--- src/rtl/link_pm_pkg.sv ---
package link_pm_pkg;
  typedef enum logic [1:0] {
    DEV_D0 = 2'd0,
    DEV_D1 = 2'd1,
    DEV_D2 = 2'd2,
    DEV_D3 = 2'd3
  } dev_state_e;

  typedef enum logic [1:0] {
    LNK_L0  = 2'd0,
    LNK_L0S = 2'd1,
    LNK_L1  = 2'd2,
    LNK_L2  = 2'd3
  } lnk_state_e;

  localparam int unsigned ASPM_L0S_BIT = 0;
  localparam int unsigned ASPM_L1_BIT  = 1;
endpackage

--- src/rtl/lpm_sync.sv ---
module lpm_sync #(
  parameter int unsigned STAGES    = 2,
  parameter logic        RESET_VAL = 1'b1
) (
  input  logic clk_i,
  input  logic rst_ni,
  input  logic d_i,
  output logic q_o
);
  logic [STAGES-1:0] sr_q;

  generate
    if (STAGES == 1) begin : g_one
      always_ff @(posedge clk_i or negedge rst_ni) begin
        if (!rst_ni) sr_q <= RESET_VAL;
        else         sr_q <= d_i;
      end
    end else begin : g_many
      always_ff @(posedge clk_i or negedge rst_ni) begin
        if (!rst_ni) sr_q <= {STAGES{RESET_VAL}};
        else         sr_q <= {sr_q[STAGES-2:0], d_i};
      end
    end
  endgenerate

  assign q_o = sr_q[STAGES-1];
endmodule

--- src/rtl/lpm_cfg_reg.sv ---
module lpm_cfg_reg #(
  parameter int unsigned ADDR_W   = 8,
  parameter int unsigned DATA_W   = 32,
  parameter logic [ADDR_W-1:0] OVR_ADDR = 8'hC8,
  parameter int unsigned OVR_BIT  = 30
) (
  input  logic              clk_i,
  input  logic              rst_ni,
  input  logic              we_i,
  input  logic [ADDR_W-1:0] addr_i,
  input  logic [DATA_W-1:0] wdata_i,
  output logic              ovr_o
);
  localparam logic [DATA_W-1:0] OVR_MASK = DATA_W'(1) << OVR_BIT;

  logic ovr_q;
  logic unused_wbits;

  assign unused_wbits = ^(wdata_i & ~OVR_MASK);

  always_ff @(posedge clk_i or negedge rst_ni) begin
    if (!rst_ni) ovr_q <= 1'b1;
    else if (we_i && addr_i == OVR_ADDR) ovr_q <= wdata_i[OVR_BIT];
  end

  assign ovr_o = ovr_q;
endmodule

--- src/rtl/lpm_idle_cnt.sv ---
module lpm_idle_cnt #(
  parameter int unsigned CNT_W = 8
) (
  input  logic             clk_i,
  input  logic             rst_ni,
  input  logic             idle_i,
  input  logic             count_en_i,
  output logic [CNT_W-1:0] run_o
);
  localparam logic [CNT_W-1:0] CNT_MAX = {CNT_W{1'b1}};

  logic [CNT_W-1:0] cnt_q;

  // run including the current idle cycle, saturating
  assign run_o = (cnt_q == CNT_MAX) ? CNT_MAX : cnt_q + 1'b1;

  always_ff @(posedge clk_i or negedge rst_ni) begin
    if (!rst_ni)                 cnt_q <= '0;
    else if (idle_i && count_en_i) cnt_q <= run_o;
    else                         cnt_q <= '0;
  end
endmodule

--- src/rtl/lpm_fsm.sv ---
module lpm_fsm
  import link_pm_pkg::*;
#(
  parameter int unsigned CNT_W = 8
) (
  input  logic             clk_i,
  input  logic             rst_ni,
  input  logic [1:0]       dstate_i,
  input  logic [1:0]       aspm_en_i,
  input  logic             ovr_i,
  input  logic             aux_pwr_i,
  input  logic             link_idle_i,
  input  logic [CNT_W-1:0] run_i,
  input  logic [CNT_W-1:0] l0s_thr_i,
  input  logic [CNT_W-1:0] l1_thr_i,
  input  logic             wake_req_i,
  input  logic             pwr_ack_i,
  output lnk_state_e       state_o,
  output logic             beacon_o
);
  lnk_state_e st_q, st_d;
  logic bcn_q, bcn_d;
  logic dev_l1_q, dev_l1_d;   // L1 entered because of device state
  logic hold_q, hold_d;       // post-wake: block L2 re-entry while still D3

  logic hw_ok, l0s_hit, l1_hit;

  assign hw_ok   = ovr_i && (aspm_en_i != 2'b00);
  assign l0s_hit = aspm_en_i[ASPM_L0S_BIT] && (run_i >= l0s_thr_i);
  assign l1_hit  = aspm_en_i[ASPM_L1_BIT]  && (run_i >= l1_thr_i);

  always_comb begin
    st_d     = st_q;
    bcn_d    = bcn_q;
    dev_l1_d = dev_l1_q;
    hold_d   = hold_q;
    if (dev_state_e'(dstate_i) != DEV_D3) hold_d = 1'b0;

    if (st_q == LNK_L2) begin
      if (bcn_q && pwr_ack_i) begin
        st_d     = LNK_L0;
        bcn_d    = 1'b0;
        hold_d   = 1'b1;
        dev_l1_d = 1'b0;
      end else if (wake_req_i) begin
        bcn_d = 1'b1;
      end
    end else begin
      unique case (dev_state_e'(dstate_i))
        DEV_D1, DEV_D2: begin
          st_d     = LNK_L1;
          dev_l1_d = 1'b1;
        end
        DEV_D3: begin
          if (hold_q) begin
            st_d     = LNK_L0;
            dev_l1_d = 1'b0;
          end else if (aux_pwr_i) begin
            st_d     = LNK_L2;
            dev_l1_d = 1'b0;
          end else begin
            st_d     = LNK_L1;
            dev_l1_d = 1'b1;
          end
        end
        default: begin
          dev_l1_d = 1'b0;
          if (!link_idle_i || !hw_ok || dev_l1_q)     st_d = LNK_L0;
          else if (l1_hit)                             st_d = LNK_L1;
          else if (st_q == LNK_L1)
            st_d = aspm_en_i[ASPM_L1_BIT] ? LNK_L1 : LNK_L0;
          else if (l0s_hit)                            st_d = LNK_L0S;
          else                                         st_d = LNK_L0;
        end
      endcase
    end
  end

  always_ff @(posedge clk_i or negedge rst_ni) begin
    if (!rst_ni) begin
      st_q     <= LNK_L0;
      bcn_q    <= 1'b0;
      dev_l1_q <= 1'b0;
      hold_q   <= 1'b0;
    end else begin
      st_q     <= st_d;
      bcn_q    <= bcn_d;
      dev_l1_q <= dev_l1_d;
      hold_q   <= hold_d;
    end
  end

  assign state_o  = st_q;
  assign beacon_o = bcn_q;
endmodule

--- src/rtl/link_pm_ctrl.sv ---
module link_pm_ctrl
  import link_pm_pkg::*;
#(
  parameter int unsigned CNT_W       = 8,
  parameter int unsigned ADDR_W      = 8,
  parameter int unsigned DATA_W      = 32,
  parameter logic [ADDR_W-1:0] OVR_ADDR = 8'hC8,
  parameter int unsigned OVR_BIT     = 30,
  parameter int unsigned SYNC_STAGES = 2
) (
  input  logic              clk_i,
  input  logic              rst_ni,
  input  logic [1:0]        dstate_i,
  input  logic [1:0]        aspm_en_i,
  input  logic              aux_pwr_i,
  input  logic              cfg_we_i,
  input  logic [ADDR_W-1:0] cfg_addr_i,
  input  logic [DATA_W-1:0] cfg_wdata_i,
  input  logic              link_idle_i,
  input  logic [CNT_W-1:0]  l0s_idle_i,
  input  logic [CNT_W-1:0]  l1_idle_i,
  input  logic              wake_ni,
  input  logic              pwr_ack_i,
  output logic [1:0]        link_state_o,
  output logic              beacon_o
);
  logic             aspm_ovr;
  logic             wake_n_sync;
  logic [CNT_W-1:0] idle_run;
  lnk_state_e       state;
  logic             count_en;

  lpm_cfg_reg #(
    .ADDR_W(ADDR_W), .DATA_W(DATA_W), .OVR_ADDR(OVR_ADDR), .OVR_BIT(OVR_BIT)
  ) u_cfg (
    .clk_i, .rst_ni,
    .we_i(cfg_we_i), .addr_i(cfg_addr_i), .wdata_i(cfg_wdata_i),
    .ovr_o(aspm_ovr)
  );

  lpm_sync #(.STAGES(SYNC_STAGES), .RESET_VAL(1'b1)) u_wake_sync (
    .clk_i, .rst_ni, .d_i(wake_ni), .q_o(wake_n_sync)
  );

  assign count_en = (state == LNK_L0) || (state == LNK_L0S);

  lpm_idle_cnt #(.CNT_W(CNT_W)) u_idle (
    .clk_i, .rst_ni, .idle_i(link_idle_i), .count_en_i(count_en), .run_o(idle_run)
  );

  lpm_fsm #(.CNT_W(CNT_W)) u_fsm (
    .clk_i, .rst_ni,
    .dstate_i, .aspm_en_i, .ovr_i(aspm_ovr), .aux_pwr_i, .link_idle_i,
    .run_i(idle_run), .l0s_thr_i(l0s_idle_i), .l1_thr_i(l1_idle_i),
    .wake_req_i(!wake_n_sync), .pwr_ack_i,
    .state_o(state), .beacon_o
  );

  assign link_state_o = state;
endmodule

--- config.mk ---
export PLATFORM = sky130hd
export DESIGN_NAME = link_pm_ctrl
export DESIGN_NICKNAME = d
export VERILOG_FILES = /design/src/rtl/link_pm_pkg.sv /design/src/rtl/lpm_sync.sv /design/src/rtl/lpm_cfg_reg.sv /design/src/rtl/lpm_idle_cnt.sv /design/src/rtl/lpm_fsm.sv /design/src/rtl/link_pm_ctrl.sv
export SDC_FILE = /design/constraint.sdc
export NUM_CORES = 1
export LEC_CHECK = 0
export BUFFER_PORTS_ARGS = -buffer_cell sky130_fd_sc_hd__buf_2
export CAP_MARGIN = 20
export CORE_MARGIN = 2
export CORE_UTILIZATION = 30
export DETAILED_ROUTE_END_ITERATION = 7
export SLEW_MARGIN = 25
export SYNTH_ARGS = -nofsm -noshare
export SYNTH_HDL_FRONTEND = slang
export SYNTH_SLANG_ARGS = --single-unit
--- constraint.sdc ---
create_clock -name clk_i -period 5.6 [get_ports clk_i]
set_input_delay 0.28 -clock clk_i [delete_from_list [all_inputs] [get_ports clk_i]]
set_output_delay 0.28 -clock clk_i [all_outputs]
set_load 0.005 [all_outputs]
==> impl_metrics.ini <==
[power_and_ir_drop]
design_internal_power_uw = 209
clock_power_share_pct = 30.4
power.switching_uw = 77.2
ir_drop_mv = 0.0888
seq_power_share_pct = 47.3
power_uw = 286
cellLeakagePower_nw = 0.868
power_per_cell_area_mw_per_mm2 = 186
power.switching_fraction_pct = 27.0
power_frac_comb_pct = 22.3

[floorplanning]
die_y_um = 68.2
die_w_um = 68.2
fp.coreArea_mm2 = 0.00397
top_ports = 70
rows = 23
initial_core_util_pct = 31.1
design.die.area_mm2 = 0.00465

[global_routing]
maximum_number_of_pins_on_one_net_before_global_route_repair = 17
wire_length_of_the_first_global_routing_pass_mm = 3.98
globalRoute.totalOverflow = 0
number_of_antenna_violations_at_the_first_check_in_global_routing = 0
track_usage_pct = 11.1
first_global_vias = 954

[yosys]
yosysWarningCount = 0
postSynthAreaPerCell_um2 = 8.95
synth_fp_nets = 224
post_synth_instance_area_mm2 = 0.00123
synth.lib_cells_used.distinct = 35
synthArstFlopShare_pct = 100
postSynthRegisterBits = 16
synth-seq-area-share_pct = 32.7
synth_flop_cell = dfrtp_1
syn-instance-count = 138
count_of_flip_flops_with_a_built_in_enable_after_synthesis = 0

[worst_setup_path]
worstSetupStartpoint = u_idle.cnt_q[0]
worstSetupPathType = register to register
worst_ep_required_time_ns = 5.72
r2r.worst_path.cells = 10
start_kind = register
crit-reg2reg-capture = u_fsm.state_o[0]
critical_path_arrival_ns = 2.73
reg2reg_slack_ns = 2.99
largest_fanout_of_any_net_on_the_critical_path = 4
worst_setup_path_end_kind = register
r2r_start = u_idle.cnt_q[0]
cp-endpoint = u_fsm.state_o[0]

[detailed_routing]
detail_route.drc_violations = 0
route.antenna.remaining_nets = 0
detail_route.wirelength.met1_mm = 1.08
post_drt_wl_per_cell_um = 10.4
post_drt_via_cell_ratio = 4.59
dr.pass1.iters = 4
uppermost_signal_routing_layer_after_detailed_routing = met4
met2RoutedLength_mm = 1.22
met3WireLength_um = 65
vias = 1061
drt_first_iter_violations = 37
totalWireLength_mm = 2.40

[job]
cap_violations = 0

[sta]
setup_viol = 0
tightestPinTransition_ns = 0.353
clock.fmax_ghz = 0.383
layout_worst_path_cycle_share_pct = 46.6
fin_worst_hold_slack_ns = 0.134
slew_viol_final = 0
final_layout_setup_total_negative_slack_ns = 0
timing.clock.skew_ns = 0.00594
grt_setup_unrepaired = no
timing.final.hold_violations = 0
fin_crit_ns = 2.61
relSlewSlack_pct = 76.5

[clock_tree]
cts_made_buffers = 3
clk_pin_slew_worst_paths_ns = 0.06
clock_sinks = 16
clock_tree.buffer_depth = 2
clkLatencyLatePin_ns = 0.25
cts-htree-levels = 1
cts_root_buffer = clkbuf_8
cts_tree = yes

[finish]
regArea_um2 = 404
antenna_cells_inserted = 0
multi_input_combinational_cell_area_um2 = 759
finish.net_count = 268
fillerInstances = 433
drive_above_1_share_pct = 29.8
area_delta_synth_final_pct = 24.9

[run_status]
status = complete, no violations

[placed_design]
half_perimeter_wire_length_of_the_detailed_placement_result_mm = 2.06
gp_routability_congestion = 0.771
port-buffer-count = 38

[hold_path]
min_path_type = input pin to register
==> kinds of logic after synthesis <==
family                     after synthesis  share of synthesized area (%)
muxes                                    2                           2.13
buffers and inverters                   19                           5.78
DFF                                     16                           32.7
xor gates and xnor gates                 4                           2.84
and+or+nand+nor                         53                           24.8
AOI/OAI and AO/OA                       25                           12.5
adders and majority gates               19                           19.3
==> repair_timing <==
action                                 CTS  global route
gates resized for setup                  0             0
endpoints found under the hold margin   13             0
hold buffers                             1             0
buffers inserted                         0             0
==> cell type report <==
cell class / instances / share of cell area, %
Clock buffer: 4 / 2.92
Inverter: 19 / 4.62
Multi-Input combinational cell: 103 / 49.2
Sequential cell: 16 / 26.2
Tap cell: 50 / 4.06
Timing Repair Buffer: 39 / 13.0
==> registers in the layout (all words and copies together) (netlist names) <==
| name | flops |
|---|---|
| u_wake_sync.sr_q | 2 |
| u_cfg.ovr_o | 1 |
| u_fsm.hold_q | 1 |
| u_fsm.state_o | 2 |
| u_fsm.beacon_o | 1 |
| u_idle.cnt_q | 8 |
| u_fsm.dev_l1_q | 1 |
==> worst max-delay path, stage by stage (launching register included) <==
cell and delay [ns]:
dfrtp_1 0.39, ha_1 0.22, and3_4 0.19, and3_4 0.19, nand2b_4 0.13, mux2_4 0.27
ha_1 0.31, nand4_1 0.09, o311a_1 0.40, o221ai_1 0.20, o22ai_1 0.10
==> worst min path at each step <==
stage	endpoint	cells after the start	slack, ns	from
after floorplan	u_fsm.beacon_o	0	-0.02	rst_ni
after global placement	u_fsm.dev_l1_q	1	0.21	rst_ni
after detailed placement	u_fsm.dev_l1_q	1	0.21	rst_ni
after CTS	u_wake_sync.sr_q[0]	1	0.13	wake_ni
after global routing	u_wake_sync.sr_q[0]	1	0.13	wake_ni
final	u_wake_sync.sr_q[0]	1	0.13	wake_ni
==> metrics by stage <==
step / worst slack [ns] / utilization, % / cells / area, um2
floorplan: 3.16 / - / 138 / 1230
global placement: 3.01 / 37.5 / 226 / 1490
detailed placement: 2.97 / 37.5 / 226 / 1490
CTS: 2.98 / 38.8 / 231 / 1540
global route: 2.86 / 38.8 / 231 / 1540
finish: 2.99 / 38.8 / 231 / 1540
==> per-layer routing <==
metal	global-route usage, %	up-vias
li1	-	566
met1	14.2	476
met2	18.7	15
met3	2.47	4
met4	3.00	0
met5	0	-
==> cell usage in the layout, fill, tap and decap left out, types with 2 or more instances in the layout <==
master and count:
nor2b_1 4, ha_1 19, xnor2_1 3, nor3_1 2
a21oi_1 9, nor2_2 2, buf_2 38, o21ai_0 4
a21o_1 2, o22ai_1 2, and3b_1 3, nor2_1 7
nand2_1 13, dfrtp_1 13, nand2b_1 3, a31oi_1 3
clkbuf_8 3, nand3_1 7, inv_1 19, dfstp_2 3
and3_4 2, nand4_1 3
==> power by group through the flow <==
stage                     combinational, mW  sequential, mW  clock, mW
after floorplan                      0.0358           0.136          0
after global placement               0.0637           0.137          0
after detailed placement             0.0644           0.138          0
after CTS                            0.0653           0.136     0.0893
after global routing                 0.0752           0.138     0.0943
final                                0.0639           0.135     0.0869
==> cells in the mapped netlist, types with 2 or more instances <==
master / n / share of area [%]
dfrtp_1: 13 / 26
xnor2_1: 3 / 2.1
o21ai_0: 4 / 1.6
a21o_1: 2 / 1.2
a31oi_1: 3 / 1.5
inv_1: 19 / 5.8
nand3_1: 7 / 2.8
nor2_2: 2 / 1.0
nand2_1: 13 / 4.0
o22ai_1: 2 / 1.0
ha_1: 19 / 19
nand2b_1: 3 / 1.5
nor2b_1: 4 / 2.0
dfstp_2: 3 / 6.4
nor2_1: 7 / 2.1
and3b_1: 3 / 2.1
nand4_1: 3 / 1.5
and3_4: 2 / 1.8
nor3_1: 2 / 0.81
a21oi_1: 9 / 3.6
Power figures use the tool's default switching activity.
